===== config.mk =====
export PLATFORM = sky130hd
export DESIGN_NAME = aud_tx_serializer
export DESIGN_NICKNAME = d
export VERILOG_FILES = /design/src/rtl/aud_tx_pkg.sv /design/src/rtl/aud_tx_slot_timer.sv /design/src/rtl/aud_tx_bit_picker.sv /design/src/rtl/aud_tx_ws_gen.sv /design/src/rtl/aud_tx_serializer.sv
export SDC_FILE = /design/constraint.sdc
export NUM_CORES = 1
export LEC_CHECK = 0
export ABC_AREA = 1
export BUFFER_PORTS_ARGS = -buffer_cell sky130_fd_sc_hd__buf_4
export CORE_ASPECT_RATIO = 0.9
export CORE_MARGIN = 2
export CORE_UTILIZATION = 40
export CTS_BUF_LIST = sky130_fd_sc_hd__clkbuf_4 sky130_fd_sc_hd__clkbuf_8
export DETAILED_ROUTE_END_ITERATION = 16
export SYNTH_ARGS = -nofsm -noshare
export SYNTH_HDL_FRONTEND = slang
export SYNTH_HIERARCHICAL = 1
export SYNTH_SLANG_ARGS = --single-unit

===== constraint.sdc =====
create_clock -name clk -period 4.3 [get_ports clk]
set_input_delay 0.645 -clock clk [delete_from_list [all_inputs] [get_ports clk]]
set_output_delay 0.645 -clock clk [all_outputs]
set_load 0.005 [all_outputs]

===== src/rtl/aud_tx_pkg.sv =====
package aud_tx_pkg;

   typedef enum logic [1:0] {
      JUST_I2S   = 2'd0,
      JUST_LEFT  = 2'd1,
      JUST_RIGHT = 2'd2,
      JUST_RSVD  = 2'd3
   } just_e;

   typedef enum logic [1:0] {
      PL_EARLY = 2'd0,
      PL_LATE  = 2'd1,
      PL_OFF   = 2'd2
   } place_e;

   localparam int MIN_WIDTH = 8;

endpackage


===== src/rtl/aud_tx_slot_timer.sv =====
module aud_tx_slot_timer #(
   parameter int SLOT_BITS = 32
) (
   input  logic                         clk,
   input  logic                         rst_n,
   input  logic                         tick,
   output logic [$clog2(SLOT_BITS)-1:0] pos_n,
   output logic                         chan_n,
   output logic                         slot_start
);
   localparam int PW = $clog2(SLOT_BITS);
   localparam logic [PW-1:0] LAST = PW'(SLOT_BITS - 1);

   logic [PW-1:0] pos_q;
   logic          chan_q;

   always_comb begin
      if (pos_q == LAST) begin
         pos_n  = '0;
         chan_n = ~chan_q;
      end else begin
         pos_n  = pos_q + 1'b1;
         chan_n = chan_q;
      end
   end

   assign slot_start = tick && (pos_q == LAST);

   always_ff @(posedge clk or negedge rst_n) begin
      if (!rst_n) begin
         pos_q  <= LAST;
         chan_q <= 1'b1;
      end else if (tick) begin
         pos_q  <= pos_n;
         chan_q <= chan_n;
      end
   end

   // a slot opening moves to position zero of the other channel
   a_r8_slot_wrap: assert property (@(posedge clk) disable iff (!rst_n)
      slot_start |=> (pos_q == '0) && (chan_q != $past(chan_q)));

endmodule


===== src/rtl/aud_tx_bit_picker.sv =====
module aud_tx_bit_picker
   import aud_tx_pkg::*;
#(
   parameter int WORD_W    = 32,
   parameter int SLOT_BITS = 32
) (
   input  logic [WORD_W-1:0]            word,
   input  logic [$clog2(WORD_W):0]      width,
   input  logic                         lsb_first,
   input  logic                         left_aligned,
   input  place_e                       place,
   input  logic [$clog2(SLOT_BITS)-1:0] pos,
   output logic                         bit_out
);
   localparam int IW = $clog2(WORD_W);

   logic [WORD_W-1:0] keep_mask;
   logic [WORD_W-1:0] field;
   logic [WORD_W-1:0] field_rev;
   logic [WORD_W-1:0] seq;

   always_comb begin
      keep_mask = ~({WORD_W{1'b1}} << width);
      if (left_aligned) field = word >> (WORD_W - int'(width));
      else              field = word & keep_mask;
   end

   genvar gi;
   generate
      for (gi = 0; gi < WORD_W; gi++) begin : g_rev
         assign field_rev[gi] = field[WORD_W-1-gi];
      end
   endgenerate

   always_comb begin
      if (lsb_first) seq = field;
      else           seq = field_rev >> (WORD_W - int'(width));
   end

   always_comb begin
      int   p_i;
      int   w_i;
      int   k_i;
      logic hit;
      p_i = int'(pos);
      w_i = int'(width);
      hit = 1'b0;
      k_i = 0;
      case (place)
         PL_EARLY: begin
            hit = (p_i < w_i);
            k_i = p_i;
         end
         PL_LATE: begin
            hit = (p_i >= SLOT_BITS - w_i);
            k_i = p_i - (SLOT_BITS - w_i);
         end
         default: begin
            hit = 1'b0;
            k_i = 0;
         end
      endcase
      bit_out = hit & seq[k_i[IW-1:0]];
   end

endmodule


===== src/rtl/aud_tx_ws_gen.sv =====
module aud_tx_ws_gen
   import aud_tx_pkg::*;
#(
   parameter int SLOT_BITS = 32
) (
   input  logic                         pcm,
   input  just_e                        just,
   input  logic                         invert,
   input  logic [$clog2(SLOT_BITS)-1:0] pos_n,
   input  logic                         chan_n,
   output logic                         ws_bit
);
   localparam int PW = $clog2(SLOT_BITS);
   localparam logic [PW-1:0] LAST = PW'(SLOT_BITS - 1);

   logic raw;

   always_comb begin
      if (pcm)                   raw = chan_n && (pos_n == LAST);
      else if (just == JUST_I2S) raw = (pos_n == LAST) ? ~chan_n : chan_n;
      else                       raw = chan_n;
      ws_bit = raw ^ invert;
   end

endmodule


===== src/rtl/aud_tx_serializer.sv =====
module aud_tx_serializer
   import aud_tx_pkg::*;
#(
   parameter int WORD_W    = 32,
   parameter int SLOT_BITS = 32
) (
   input  logic                       clk,
   input  logic                       rst_n,
   input  logic                       bclk_fall,
   input  logic [$clog2(WORD_W)-1:0]  cfg_width_m1,
   input  logic [1:0]                 cfg_just,
   input  logic                       cfg_pcm,
   input  logic                       cfg_lsb_first,
   input  logic                       cfg_left_aligned,
   input  logic                       cfg_ws_invert,
   input  logic [WORD_W-1:0]          smp_data,
   input  logic                       smp_valid,
   output logic                       smp_ready,
   output logic                       sdo,
   output logic                       ws,
   output logic                       underrun
);
   localparam int CW = $clog2(WORD_W) + 1;
   localparam int PW = $clog2(SLOT_BITS);

   generate
      if (WORD_W < MIN_WIDTH) begin : g_bad_word
         $error("WORD_W below minimum sample width");
      end
      if (SLOT_BITS < WORD_W) begin : g_bad_slot
         $error("SLOT_BITS must hold a full word");
      end
   endgenerate

   logic [CW-1:0]     width_eff;
   just_e             just_sel;
   place_e            place;
   logic [PW-1:0]     pos_n;
   logic              chan_n;
   logic              slot_start;
   logic [WORD_W-1:0] word_q;
   logic [WORD_W-1:0] cur_word;
   logic              bit_nxt;
   logic              ws_nxt;
   logic              sdo_q;
   logic              ws_q;
   logic              under_q;

   assign just_sel = just_e'(cfg_just);

   always_comb begin
      if (int'(cfg_width_m1) < MIN_WIDTH - 1) width_eff = CW'(MIN_WIDTH);
      else                                    width_eff = CW'(cfg_width_m1) + CW'(1);
   end

   always_comb begin
      if (cfg_pcm)                     place = PL_EARLY;
      else begin
         case (just_sel)
            JUST_I2S, JUST_LEFT: place = PL_EARLY;
            JUST_RIGHT:          place = PL_LATE;
            default:             place = PL_OFF;
         endcase
      end
   end

   aud_tx_slot_timer #(.SLOT_BITS(SLOT_BITS)) u_timer (
      .clk        (clk),
      .rst_n      (rst_n),
      .tick       (bclk_fall),
      .pos_n      (pos_n),
      .chan_n     (chan_n),
      .slot_start (slot_start)
   );

   always_comb begin
      if (slot_start) cur_word = smp_valid ? smp_data : '0;
      else            cur_word = word_q;
   end

   aud_tx_bit_picker #(.WORD_W(WORD_W), .SLOT_BITS(SLOT_BITS)) u_pick (
      .word         (cur_word),
      .width        (width_eff),
      .lsb_first    (cfg_lsb_first),
      .left_aligned (cfg_left_aligned),
      .place        (place),
      .pos          (pos_n),
      .bit_out      (bit_nxt)
   );

   aud_tx_ws_gen #(.SLOT_BITS(SLOT_BITS)) u_ws (
      .pcm    (cfg_pcm),
      .just   (just_sel),
      .invert (cfg_ws_invert),
      .pos_n  (pos_n),
      .chan_n (chan_n),
      .ws_bit (ws_nxt)
   );

   always_ff @(posedge clk or negedge rst_n) begin
      if (!rst_n) begin
         word_q  <= '0;
         sdo_q   <= 1'b0;
         ws_q    <= 1'b0;
         under_q <= 1'b0;
      end else begin
         under_q <= slot_start && !smp_valid;
         if (bclk_fall) begin
            sdo_q <= bit_nxt;
            ws_q  <= ws_nxt;
            if (slot_start) word_q <= cur_word;
         end
      end
   end

   assign smp_ready = slot_start;
   assign sdo       = sdo_q;
   assign ws        = ws_q;
   assign underrun  = under_q;

   // outputs hold between bit-clock strobes
   a_r7_hold: assert property (@(posedge clk) disable iff (!rst_n)
      !bclk_fall |=> ($stable(sdo) && $stable(ws)));

   // a word is only taken on a strobe
   a_r8_ready_on_tick: assert property (@(posedge clk) disable iff (!rst_n)
      smp_ready |-> bclk_fall);

   // underrun only follows an unserved slot opening
   a_r9_underrun_cause: assert property (@(posedge clk) disable iff (!rst_n)
      underrun |-> ($past(smp_ready) && !$past(smp_valid)));

   // the flag is a single-cycle pulse
   a_r9_underrun_pulse: assert property (@(posedge clk) disable iff (!rst_n)
      underrun |=> !underrun);

   // the reserved code keeps the data line quiet
   a_r2_rsvd_quiet: assert property (@(posedge clk) disable iff (!rst_n)
      (bclk_fall && !cfg_pcm && cfg_just == 2'd3) |=> !sdo);

endmodule


-- Word-level counts from Yosys, hierarchy flattened
Index checks and enable logic that the tools add are counted.
W data, S select, Z words.
- add/subtract/negate cells: 4
- magnitude comparators: 4
- equal/unequal tests: 5
- shift operators: 3
- mux-type cells: 16
- bitwise logic cells: 6
- reductions and logical operators: 8
- operator list (operator ; count):
    $mux W32 ; 4
    $shr A32 B32 Y32 ; 2
    $and A32 B32 Y32 ; 1
    $not A32 Y32 ; 1
    $shl A32 B6 Y32 const A ; 1
    $eq A5 B5 Y1 const B ; 2
    $pmux W5 S2 ; 1
    $ge A6 B7 Y1 ; 1
    $sub A6 B6 Y7 const A ; 1
    $add A5 B1 Y6 const B ; 1
    $lt A5 B6 Y1 ; 1
    $lt A5 B6 Y1 const B ; 1
    $mux W6 ; 1
    $add A5 B1 Y5 const B ; 1
    $bmux W1 S5 ; 1
    $lt A5 B3 Y1 const B ; 1
    $mux W1 ; 5
    $mux W5 ; 1
    $sub A5 B5 Y5 ; 1
    $eq A2 B1 Y1 const B ; 2
    $logic_not A2 Y1 ; 2
    $pmux W2 S2 ; 1
    $logic_and A1 B1 Y1 ; 3
    $eq A2 B2 Y1 const B ; 1
    other kinds (8) ; 9
- flip-flop bits (word level): 41
- input bits: 47
- output and inout bits: 4
- logic and storage cells: 52

-- Longest topological paths before layout
Gate-level depths: netlist of run 1.
- depth after elaboration: 11
- depth in mapped cells: 37

-- Modules after synthesis
Netlist of run 1, hierarchy kept.
- modules (own cells, without submodules) (module ; instances ; cells each ; area each (um^2)):
    aud_tx_bit_picker ; 1 ; 1024 ; 5102.4
    aud_tx_serializer ; 1 ; 280 ; 1915.6
    aud_tx_slot_timer ; 1 ; 44 ; 339.1
    aud_tx_ws_gen ; 1 ; 15 ; 72.6

-- Worst setup path after synthesis of run 1
OpenSTA, ideal clock, no wires.
- path type: input to register
- start point: input port cfg_width_m1[0]
- end point: register sdo_q (netlist: sdo)
- arrival: 4.305 ns
- slack: -0.131 ns
- cell stages on the path: 22
- cell sequence: ha_1 a21boi_0 inv_1 ha_1 ha_1 buf_2 inv_1 buf_2 buf_1 ha_1 a21o_1 a31oi_1 or2_2 nand2_1 o21a_1 o21ai_0 a21oi_1 a31o_2 nand2_1 a21oi_2 nand2_1 o21ai_0
- cells in the longest elaborated chain, start to end: 11
- ends and longest elaborated chain (element ; RTL line ; source):
    from (decl) ; aud_tx_serializer.sv:10 ; input logic [$clog2(WORD_W)-1:0] cfg_width_m1,
    $add A5 B1 Y6 or $lt A5 B3 Y1 (tied branches) ; aud_tx_serializer.sv:53, aud_tx_serializer.sv:52 ;
    $mux W6 * ; aud_tx_serializer.sv:52 ; if (int'(cfg_width_m1) < MIN_WIDTH - 1) width_eff = CW'(MIN_WIDTH);
    named net width_eff[1] ; aud_tx_serializer.sv:35 ; logic [CW-1:0] width_eff;
    branches (longest 8 deep; another with $sub A6 B6 Y7) ; -- ;
    $and A1 B1 Y1 * ; aud_tx_bit_picker.sv:63 ; bit_out = hit & seq[k_i[IW-1:0]];
    named net bit_nxt ; aud_tx_serializer.sv:43 ; logic bit_nxt;
    to (signal assigned) ; aud_tx_serializer.sv:109 ; sdo_q <= bit_nxt;
    to (decl) ; aud_tx_serializer.sv:45 ; logic sdo_q;
Mark *: on every way through the listed nets, which the timed path passes. The select of a mux whose other input is x is not followed.
A chain may end at the register's enable or synchronous reset.

-- Worst setup path in the final report of run 1
- start point: register u_timer.pos_q[0]
- end point: register sdo_q (netlist: sdo)
- cells in the longest elaborated chain, start to end: 10
- ends and longest elaborated chain (element ; RTL line ; source):
    from (decl) ; aud_tx_slot_timer.sv:14 ; logic [PW-1:0] pos_q;
    from (signal assigned) ; aud_tx_slot_timer.sv:34 ; pos_q <= pos_n;
    $eq A5 B5 Y1 * ; aud_tx_slot_timer.sv:27 ; assign slot_start = tick && (pos_q == LAST);
    $logic_and A1 B1 Y1 * ; aud_tx_slot_timer.sv:27 ;
    $mux W32 * ; aud_tx_serializer.sv:77 ; if (slot_start) cur_word = smp_valid ? smp_data : '0;
    named net cur_word[28] ; aud_tx_serializer.sv:42 ; logic [WORD_W-1:0] cur_word;
    $shr A32 B32 Y32 or $and A32 B32 Y32 (tied branches) ; aud_tx_bit_picker.sv:24, aud_tx_bit_picker.sv:25 ;
    $mux W32 * ; aud_tx_bit_picker.sv:24 ; if (left_aligned) field = word >> (WORD_W - int'(width));
    $shr A32 B32 Y32 ; aud_tx_bit_picker.sv:37 ; else seq = field_rev >> (WORD_W - int'(width));
    $mux W32 * ; aud_tx_bit_picker.sv:36 ; if (lsb_first) seq = field;
    $bmux W1 S5 * ; aud_tx_bit_picker.sv:63 ;
    $mux W1 (implied by the code) * ; aud_tx_bit_picker.sv:63 ;
    $and A1 B1 Y1 * ; aud_tx_bit_picker.sv:63 ;
    named net bit_nxt ; aud_tx_serializer.sv:43 ;
Mark *: on every way through the listed nets, which the timed path passes. The rest lies on a longest branch. The select of a mux whose other input is x is not followed.

==> reports/metrics.yaml, run 1 <==
status: "finished clean"
start_kind: "flip-flop"
core_um2: 18300
hold_path_class: "in2async"
regToRegEndpoint: "sdo"
via_count: 10370
setup_violations: 0
final-max-slew-violation-count: 0
grt_max_degree: 51
first_pass_iters: 6
combPwrFrac_pct: 72.5
synth.top_cell.area_share_pct: 35.7
worst_path_most_repeated_cell: "nand2_1"
reg2reg_slack_ps: 90
drv_cap: 0
drive_above_1_share_pct: 30.8
routedWlPerCell_um: 20.1
leakagePower_uw: 0.00486
wl_um: 33500
start_util_pct: 40.6
dp_slack_ps: -91.8
dieArea_um2: 19700
cts_buffers: 5
cts.htree.levels: 2
fmax_mhz: 237
die_width_um: 148
grtUsageTotal_pct: 32.6
num_io_pins: 51
ant_nets: 0
viasPerCell: 6.21
clock-sinks: 41
cp.required_ps: 4570
grt_overflow: 0
drcViolationCount: 0
hold_ws_ps: 302
syn-num-nets: 1429
skew_ps: 14.7
gp_congestion: 1.04
cts_tree: "built"
finalCriticalPeriod_ps: 4210
p_per_area_nw_per_um2: 316
p_total_uw: 3110
synth.most_common_cell: "nand3_1"
slew_headroom_pct: 44.0
clockPowerShare_pct: 13.0
grt_pass1_vias: 8947
setup_slack_ps: 86.7
crit_slowest_cell: "dfstp_2"
cts-root-buf: "clkbuf_8"
synth_area_leader_cell: "nand3_1"
r2r.worst_path.cells: 33
arrival_ps: 4480
io_buffer_count: 50
synthCells: 1363
finalCritPeriodShare_pct: 98.0
worstMarginPinSlew_ps: 837
cts.clk_slew.worst_paths_ps: 100
ys_seq_elements: 41
synth_edf_count: 0
antenna_found_initial: 0
crit-reg2reg-launch: "u_timer/pos_q[0]"
critPathKind: "reg2reg"
cts_hold_buf: 0
critPathMaxFanout: 6
clk_latency_ps: 330
syn2layout_area_growth_pct: 32.4
p_seq_share_pct: 14.5
rows: 47
swShare_pct: 53.2
p_sw_uw: 1650
hold_violations: 0
drt_iter0_drc: 1620
synth_ff_type: "dfrtp_1"
grt_pass1_wl_um: 51000
netlist_area_um2: 7430
p_int_uw: 1460
synth_common_cells: "530 x nand3_1, 430 x nand2_1, 58 x inv_1"
final_nets: 1489
max_stage_delay_ps: 570
ir_worst_vdd_mv: 0.350
ys_seq_area_share_pct: 13.9
antenna_cells: 0
syn_avg_cell_area_um2: 5.45
dpl.hpwl_um: 24000
die_height_um: 133
synthTopCellsByArea: "nand3_1 36%, nand2_1 22%, dfrtp_1 12%, ha_1 3.0%, inv_1 2.9%"
cp-end-kind: "flip-flop"
yosys_warnings: 6
cts_max_path_buffers: 2
async_flop_share_pct: 100
ys_types: 48
## worst max-delay path by stage
| stage | from | to | cells past startpoint |
|---|---|---|---|
| 3_5_place_dp | u_timer/pos_q[0] | sdo | 33 |
| 2_1_floorplan | cfg_width_m1[0] | sdo | 22 |
| 3_3_place_gp | u_timer/pos_q[0] | sdo | 33 |
| 4_1_cts | u_timer/pos_q[0] | sdo | 33 |
| 6_report | u_timer/pos_q[0] | sdo | 33 |
| 5_1_grt | u_timer/pos_q[0] | sdo | 35 |
## final cells by class
| type | count | area [um^2] |
|---|---|---|
| fillers | 1897 | 8450 |
| multi-input cells | 1161 | 6780 |
| repair buffers | 148 | 1330 |
| flip-flops and latches | 41 | 1030 |
| well taps | 245 | 307 |
| inverters | 66 | 254 |
| clock buffers | 5 | 68.8 |
| clock inverters | 3 | 68.8 |
## metal layers
layer | part of all wire (%) | global-route usage (%) | up-vias
met3 | 12 | 8.70 | 82
li1 | - | - | 4789
met1 | 43 | 48.1 | 4832
met5 | 0 | 0 | -
met4 | 2.7 | 7.37 | 0
met2 | 42 | 47.4 | 667
## state kept, by name, indices dropped and copies added (netlist names)
| name | flops |
|---|---|
| word_q | 32 |
| u_timer/pos_q | 5 |
| sdo | 1 |
| u_timer/chan_q | 1 |
| underrun | 1 |
| ws | 1 |
## stage by stage
stage	util [%]	cells	setup TNS, ps	area (um^2)
after CTS	47.0	1654	0	8600
final	53.8	1669	0	9840
after detailed placement	45.8	1645	-91.8	8370
after global routing	53.8	1669	-73.1	9840
after global placement	45.8	1645	-89.9	8370
after floorplan	-	1363	0	7430
## cells in the final DEF, fill, tap and decap left out, types with 5 or more instances in the layout
cell type    n
nand3_2    155
a21oi_1     18
nand3_1    374
nor2_4       5
dfstp_2      6
nor2_1      31
o21ai_1     11
nand2_1    367
nand2_2     64
nand4_1     12
o211ai_1    11
nand2_4      7
o21ai_0     31
buf_4      130
nor2_2       6
clkbuf_8     5
inv_1       55
ha_1        14
dfrtp_1     35
inv_2        8
nand3_4     17
buf_12      12
## logic make-up (layout without fill, tap and decap cells)
| kind of cell | after synthesis | count (layout) | share of synthesized area, % |
|---|---|---|---|
| simple gates | 1043 | 1043 | 64.3 |
| buf+inv | 161 | 222 | 10.4 |
| compound gates | 95 | 95 | 7.46 |
| flops | 41 | 41 | 13.9 |
| fa+ha+maj | 19 | 19 | 3.30 |
| xor+xnor | 4 | 4 | 0.573 |
## repair_timing
| item | CTS | global route |
|---|---|---|
| gates resized for setup | 12 | 248 |
| setup endpoints to repair | 1 | 1 |
| pin swaps | 1 | 58 |
| gates cloned | 1 | 3 |
| setup buffers | 0 | 12 |
## worst max-delay path, delay by kind of cell, from the launching register on
family                     cells  cell delay, ps
and+or+nand+nor               25            2480
DFF                            1             570
adders and majority gates      2             330
buffers and inverters          3             380
AOI/OAI and AO/OA              3             360
## power by group through the flow
| stage | Combinational [uW] | Clock, uW | Sequential (uW) |
|---|---|---|---|
| floorplan | 1310 | 0 | 452 |
| global placement | 1960 | 0 | 454 |
| detailed placement | 1950 | 0 | 455 |
| CTS | 1970 | 415 | 448 |
| global route | 2440 | 425 | 455 |
| finish | 2250 | 405 | 452 |
(Power assumes the default switching activity.)
==> inputs of run 2 (changes only) <==
CELL_PAD_IN_SITES_DETAIL_PLACEMENT = 0   (was not set)
CELL_PAD_IN_SITES_GLOBAL_PLACEMENT = 2   (was not set)
CORE_UTILIZATION = 33   (was 40)
PLACE_DENSITY_LB_ADDON = 0.1   (was not set)
==> reports/metrics.yaml, run 2 (synthesized netlist as in run 1, its figures left out) <==
crit_buf_inv: 4  # was 3
drive_above_1_share_pct: 20.7  # was 30.8%
finalCritPeriodShare_pct: 99.8  # was 98.0%
drv_cap: 0  # unchanged
cts-root-buf: "clkbuf_8"  # unchanged
fmax_mhz: 233  # was 237 MHz
leakagePower_uw: 0.00457  # was 0.00486 uW
cp.required_ps: 4570  # about the same
cts.htree.levels: 2  # unchanged
num_io_pins: 51  # unchanged
crit_slowest_cell: "dfstp_2"  # unchanged
fin_setup_tns_ps: 0  # unchanged
cts_buffers: 5  # unchanged
ir_worst_vdd_mv: 0.205  # was 0.350 mV
rsz0062_at_grt: "yes"
top_register: "word_q"  # unchanged
drt_iter0_drc: 1361  # was 1,620
largest_registers: "word_q x32, u_timer/pos_q x5"  # unchanged
critPathMaxFanout: 12  # was 6
dp_slack_ps: -91.6  # was -91.8 ps
place_area_um2: 8450  # was 8370 um^2
wl_um: 33800  # was 33,500 um
dpl.hpwl_um: 25500  # was 24,000 um
p_per_area_nw_per_um2: 318  # was 316 nW/um^2
die_height_um: 146  # was 133 um
gp_congestion: 1.03  # was 1.04
worst_path_most_repeated_cell: "nand2_1"  # unchanged
r2r.worst_path.cells: 34  # was 33
grt_pass1_wl_um: 52800  # was 51,000 um
grt_max_degree: 65  # was 51
dieArea_um2: 23700  # was 19,700 um^2
regToRegEndpoint: "sdo"  # unchanged
routedWlPerCell_um: 19.7  # was 20.1 um
setup_slack_ps: 7.50  # was 86.7 ps
grt_overflow: 0  # unchanged
mostFrequentLayoutCells: "478 x nand3_1, 395 x nand2_1, 128 x buf_4, 67 x nand3_2, 56 x inv_1"  # was 374 x nand3_1, 367 x nand2_1, 155 x nand3_2, 130 x buf_4, 64 x nand2_2
largest_reg_flops: 32  # unchanged
antenna_cells: 0  # unchanged
final-max-slew-violation-count: 0  # unchanged
crit-reg2reg-launch: "u_timer/pos_q[0]"  # unchanged
final_nets: 1483  # was 1,489
max_stage_delay_ps: 570  # about the same
critical-path-top-delay-family: "simple AND/OR/NAND/NOR gates"  # unchanged
fillers: 2493  # was 1,897
rows: 52  # was 47
start_kind: "flip-flop"  # unchanged
hold_violations: 0  # unchanged
status: "finished clean"  # unchanged
viasPerCell: 5.70  # was 6.21
via_count: 9777  # was 10,370
setup_violations: 0  # unchanged
start_util_pct: 33.3  # was 40.6%
layout_commonest_cell: "nand3_1"  # unchanged
ant_nets: 0  # unchanged
stdcell_area_um2: 9010  # was 9840 um^2
arrival_ps: 4570  # was 4480 ps
critPathKind: "reg2reg"  # unchanged
hold_path_class: "in2async"  # unchanged
core_um2: 22300  # was 18,300 um^2
cp-end-kind: "flip-flop"  # unchanged
grtUsageTotal_pct: 28.2  # was 32.6%
cts_max_path_buffers: 2  # unchanged
drcViolationCount: 0  # unchanged
io_buffer_count: 50  # unchanged
hold_ws_ps: 284  # was 302 ps
syn2layout_area_growth_pct: 21.3  # was 32.4%
cts.clk_slew.worst_paths_ps: 120  # was 100 ps
utilization_pct: 40.4  # was 53.8%
cts_tree: "built"  # unchanged
slew_headroom_pct: 54.1  # was 44.0%
reg2reg_slack_ps: 7  # was 90 ps
first_pass_iters: 6  # unchanged
finalCriticalPeriod_ps: 4290  # was 4210 ps
worstMarginPinSlew_ps: 688  # was 837 ps
antenna_found_initial: 0  # unchanged
die_width_um: 162  # was 148 um
clock-sinks: 41  # unchanged
grt_pass1_vias: 8999  # was 8,947
skew_ps: 19.0  # was 14.7 ps
clk_latency_ps: 340  # was 330 ps
run 2: cell types whose count changed in the layout (fill, tap and decap cells not counted), moves of 4 or more:
cell and change:
nand2_2 -24, nand2_1 +28, nand3_1 +104, nand2_4 -4, nand3_4 -16, nand3_2 -88
run 2: metrics by stage:
stage,cells,power [uW]
global placement,1699,2470
floorplan,1363,1760
finish,1715,2860
CTS,1707,2780
global route,1715,3090
detailed placement,1699,2440
run 2: how the worst max path moves through the flow:
stage	depth (start not counted)	slack, ps	start	endpoint
after floorplan	22	40	cfg_width_m1[0]	sdo
after global placement	30	-130	cfg_width_m1[0]	sdo
after detailed placement	30	-90	cfg_width_m1[3]	sdo
after CTS	34	0.6	u_timer/pos_q[0]	sdo
after global routing	36	-340	u_timer/pos_q[0]	sdo
final	34	7	u_timer/pos_q[0]	sdo
run 2: per-layer routing:
metal | global-route usage (%) | vias up | routed length, um
met5 | 0 | - | 0
met4 | 5.22 | 0 | 609
met3 | 4.83 | 54 | 2720
met2 | 41.9 | 423 | 14500
met1 | 42.8 | 4532 | 16000
li1 | - | 4768 | -
run 2: final cells by class:
class                      instances  area (um^2)  area share [%]
clock buffer                       5         68.8           0.764
clock inverter                     3         28.8           0.319
inverter                          66          249            2.76
multi-input combinational       1161         6010            66.7
sequential                        41         1030            11.5
tap                              297          372            4.12
timing repair buffer             142         1240            13.8
run 2: report_power, final:
| part | switching [uW] | total (uW) | internal, uW |
|---|---|---|---|
| combinational | 1370 | 2100 | 724 |
| clock | 193 | 316 | 123 |
| sequential | 23.0 | 449 | 426 |
| total | 1590 | 2860 | 1270 |
run 2: repair_timing:
| action | CTS | global route |
|---|---|---|
| gates resized for setup | 19 | 75 |
| hold buffers | 0 | 0 |
| cloned | 0 | 1 |
| pin swaps | 0 | 14 |
| setup endpoints to repair | 1 | 1 |
| buffers inserted | 0 | 7 |
==> inputs of run 3 (changes only) <==
CORE_UTILIZATION = 35   (was 33)
clock period = 5 ns   (was 4.3 ns; I/O delays follow)
==> reports/metrics.yaml, run 3 (synthesized netlist as in run 1, its figures left out) <==
status: "finished clean"  # unchanged
critPathMaxFanout: 22  # was 12
grtUsageTotal_pct: 31.2  # was 28.2%
placedCellCount: 1642  # was 1,699
dpl.hpwl_um: 25900  # was 25,500 um
regToRegEndpoint: "sdo"  # unchanged
worstMarginPinSlew_ps: 980  # was 688 ps
gp_congestion: 0.944  # was 1.03
layout_commonest_cell: "nand3_1"  # unchanged
drcViolationCount: 0  # unchanged
drive_above_1_share_pct: 12.0  # was 20.7%
cts.htree.levels: 2  # unchanged
syn2layout_area_growth_pct: 10.3  # was 21.3%
hold_path_class: "in2async"  # unchanged
final_nets: 1435  # was 1,483
cp.required_ps: 5280  # was 4570 ps
finalCriticalPeriod_ps: 4570  # was 4290 ps
skew_ps: 26.1  # was 19.0 ps
start_util_pct: 35.7  # was 33.3%
antenna_found_initial: 0  # unchanged
routedWlPerCell_um: 21.2  # was 19.7 um
start_kind: "flip-flop"  # unchanged
worst_path_most_repeated_cell: "nand3_1"  # was nand2_1
first_pass_iters: 7  # was 6
r2r.worst_path.cells: 32  # was 34
hold_violations: 0  # unchanged
rsz0062_at_grt: "no"  # was yes
num_io_pins: 51  # unchanged
clock-sinks: 41  # unchanged
clk_latency_ps: 340  # about the same
setup_violations: 0  # unchanged
grt_pass1_wl_um: 53300  # was 52,800 um
antenna_cells: 0  # unchanged
rows: 50  # was 52
cts.clk_slew.worst_paths_ps: 120  # about the same
max_stage_delay_ps: 580  # was 570 ps
multi_input_area_um2: 5670  # was 6010 um^2
finalCritPeriodShare_pct: 91.4  # was 99.8%
regArea_um2: 1030  # unchanged
reg2reg_slack_ps: 430  # was 7 ps
mostFrequentLayoutCells: "528 x nand3_1, 427 x nand2_1, 87 x buf_4, 54 x inv_1, 35 x dfrtp_1"  # was 478 x nand3_1, 395 x nand2_1, 128 x buf_4, 67 x nand3_2, 56 x inv_1
grt_max_degree: 46  # was 65
ant_nets: 0  # unchanged
largest_reg_flops: 32  # unchanged
wl_um: 35100  # was 33,800 um
cts-root-buf: "clkbuf_8"  # unchanged
cp-end-kind: "flip-flop"  # unchanged
die_width_um: 158  # was 162 um
leakagePower_uw: 0.00417  # was 0.00457 uW
crit-reg2reg-launch: "u_timer/pos_q[0]"  # unchanged
cts_max_path_buffers: 2  # unchanged
crit_slowest_cell: "dfstp_2"  # unchanged
instances_no_fill: 1656  # was 1,715
p_per_area_nw_per_um2: 290  # was 318 nW/um^2
largest_registers: "word_q x32, u_timer/pos_q x5"  # unchanged
cts_tree: "built"  # unchanged
fin_setup_tns_ps: 0  # unchanged
cts_buffers: 5  # unchanged
grt_pass1_vias: 8719  # was 8,999
via_count: 9732  # was 9,777
viasPerCell: 5.88  # was 5.70
drt_iter0_drc: 1424  # was 1,361
core_um2: 20800  # was 22,300 um^2
die_height_um: 142  # was 146 um
ir_worst_vdd_mv: 0.192  # was 0.205 mV
drv_cap: 0  # unchanged
final-max-slew-violation-count: 0  # unchanged
io_buffer_count: 50  # unchanged
slew_headroom_pct: 34.6  # was 54.1%
grt_overflow: 0  # unchanged
dieArea_um2: 22400  # was 23,700 um^2
fmax_mhz: 219  # was 233 MHz
arrival_ps: 4850  # was 4570 ps
fillers: 2421  # was 2,493
top_register: "word_q"  # unchanged
critPathKind: "reg2reg"  # unchanged
## run 3: through the flow
stage               hold WS, ps  total power [uW]  util, %  cell area, um^2  worst slack [ps]
floorplan                   449              1510        -             7430               464
global placement            462              2080     38.4             8010               205
detailed placement          466              2050     38.4             8010               186
CTS                         415              2330     38.9             8110               337
global route                429              2560     39.4             8200              13.4
finish                      394              2380     39.4             8200               428
## run 3: timing repair
item                                    CTS  global route
resized for setup                         0            11
endpoints found under the setup margin    0             1
hold buffers                              0             0
buffers inserted                          0             4
## run 3: final cells by class
| type | instances | share of cell area, % |
|---|---|---|
| timing repair inverter | 1 | 0.0611 |
| clock buffer | 5 | 0.839 |
| inverter | 66 | 3.17 |
| sequential | 41 | 12.6 |
| clock inverter | 3 | 0.351 |
| tap | 286 | 4.37 |
| multi-input combinational | 1161 | 69.1 |
| timing repair buffer | 93 | 9.49 |
## run 3: worst max-delay path by stage
stage / start / to / slack [ps]
final: u_timer/pos_q[0] / sdo / 430
after floorplan: cfg_width_m1[0] / sdo / 460
after CTS: u_timer/pos_q[0] / sdo / 340
after global routing: u_timer/pos_q[0] / sdo / 10
after global placement: cfg_width_m1[0] / sdo / 210
after detailed placement: cfg_width_m1[0] / sdo / 190
## run 3: worst max-delay path: cells and delay by family (launching register included)
kind / cells / cell delay (ps)
adder cells (fa/ha/maj): 2 / 390
buffers and inverters: 4 / 520
flip-flops: 1 / 580
AND/OR/NAND/NOR: 24 / 2800
AO/OA/AOI/OAI: 2 / 190
## run 3: metal layers
| layer | track usage, % | wire length [um] | share of wire [%] |
|---|---|---|---|
| met1 | 47.5 | 16600 | 47 |
| met2 | 43.9 | 14300 | 41 |
| met3 | 7.37 | 3630 | 10 |
| met4 | 6.56 | 601 | 1.7 |
| met5 | 0 | 0 | 0 |
## run 3: power breakdown
group	switching (uW)	total, uW	internal [uW]	leakage [uW]
Combinational	1170	1710	545	0.00357
Sequential	22.5	389	367	0.000549
Clock	168	274	106	0.0000511
Total	1360	2380	1020	0.00417
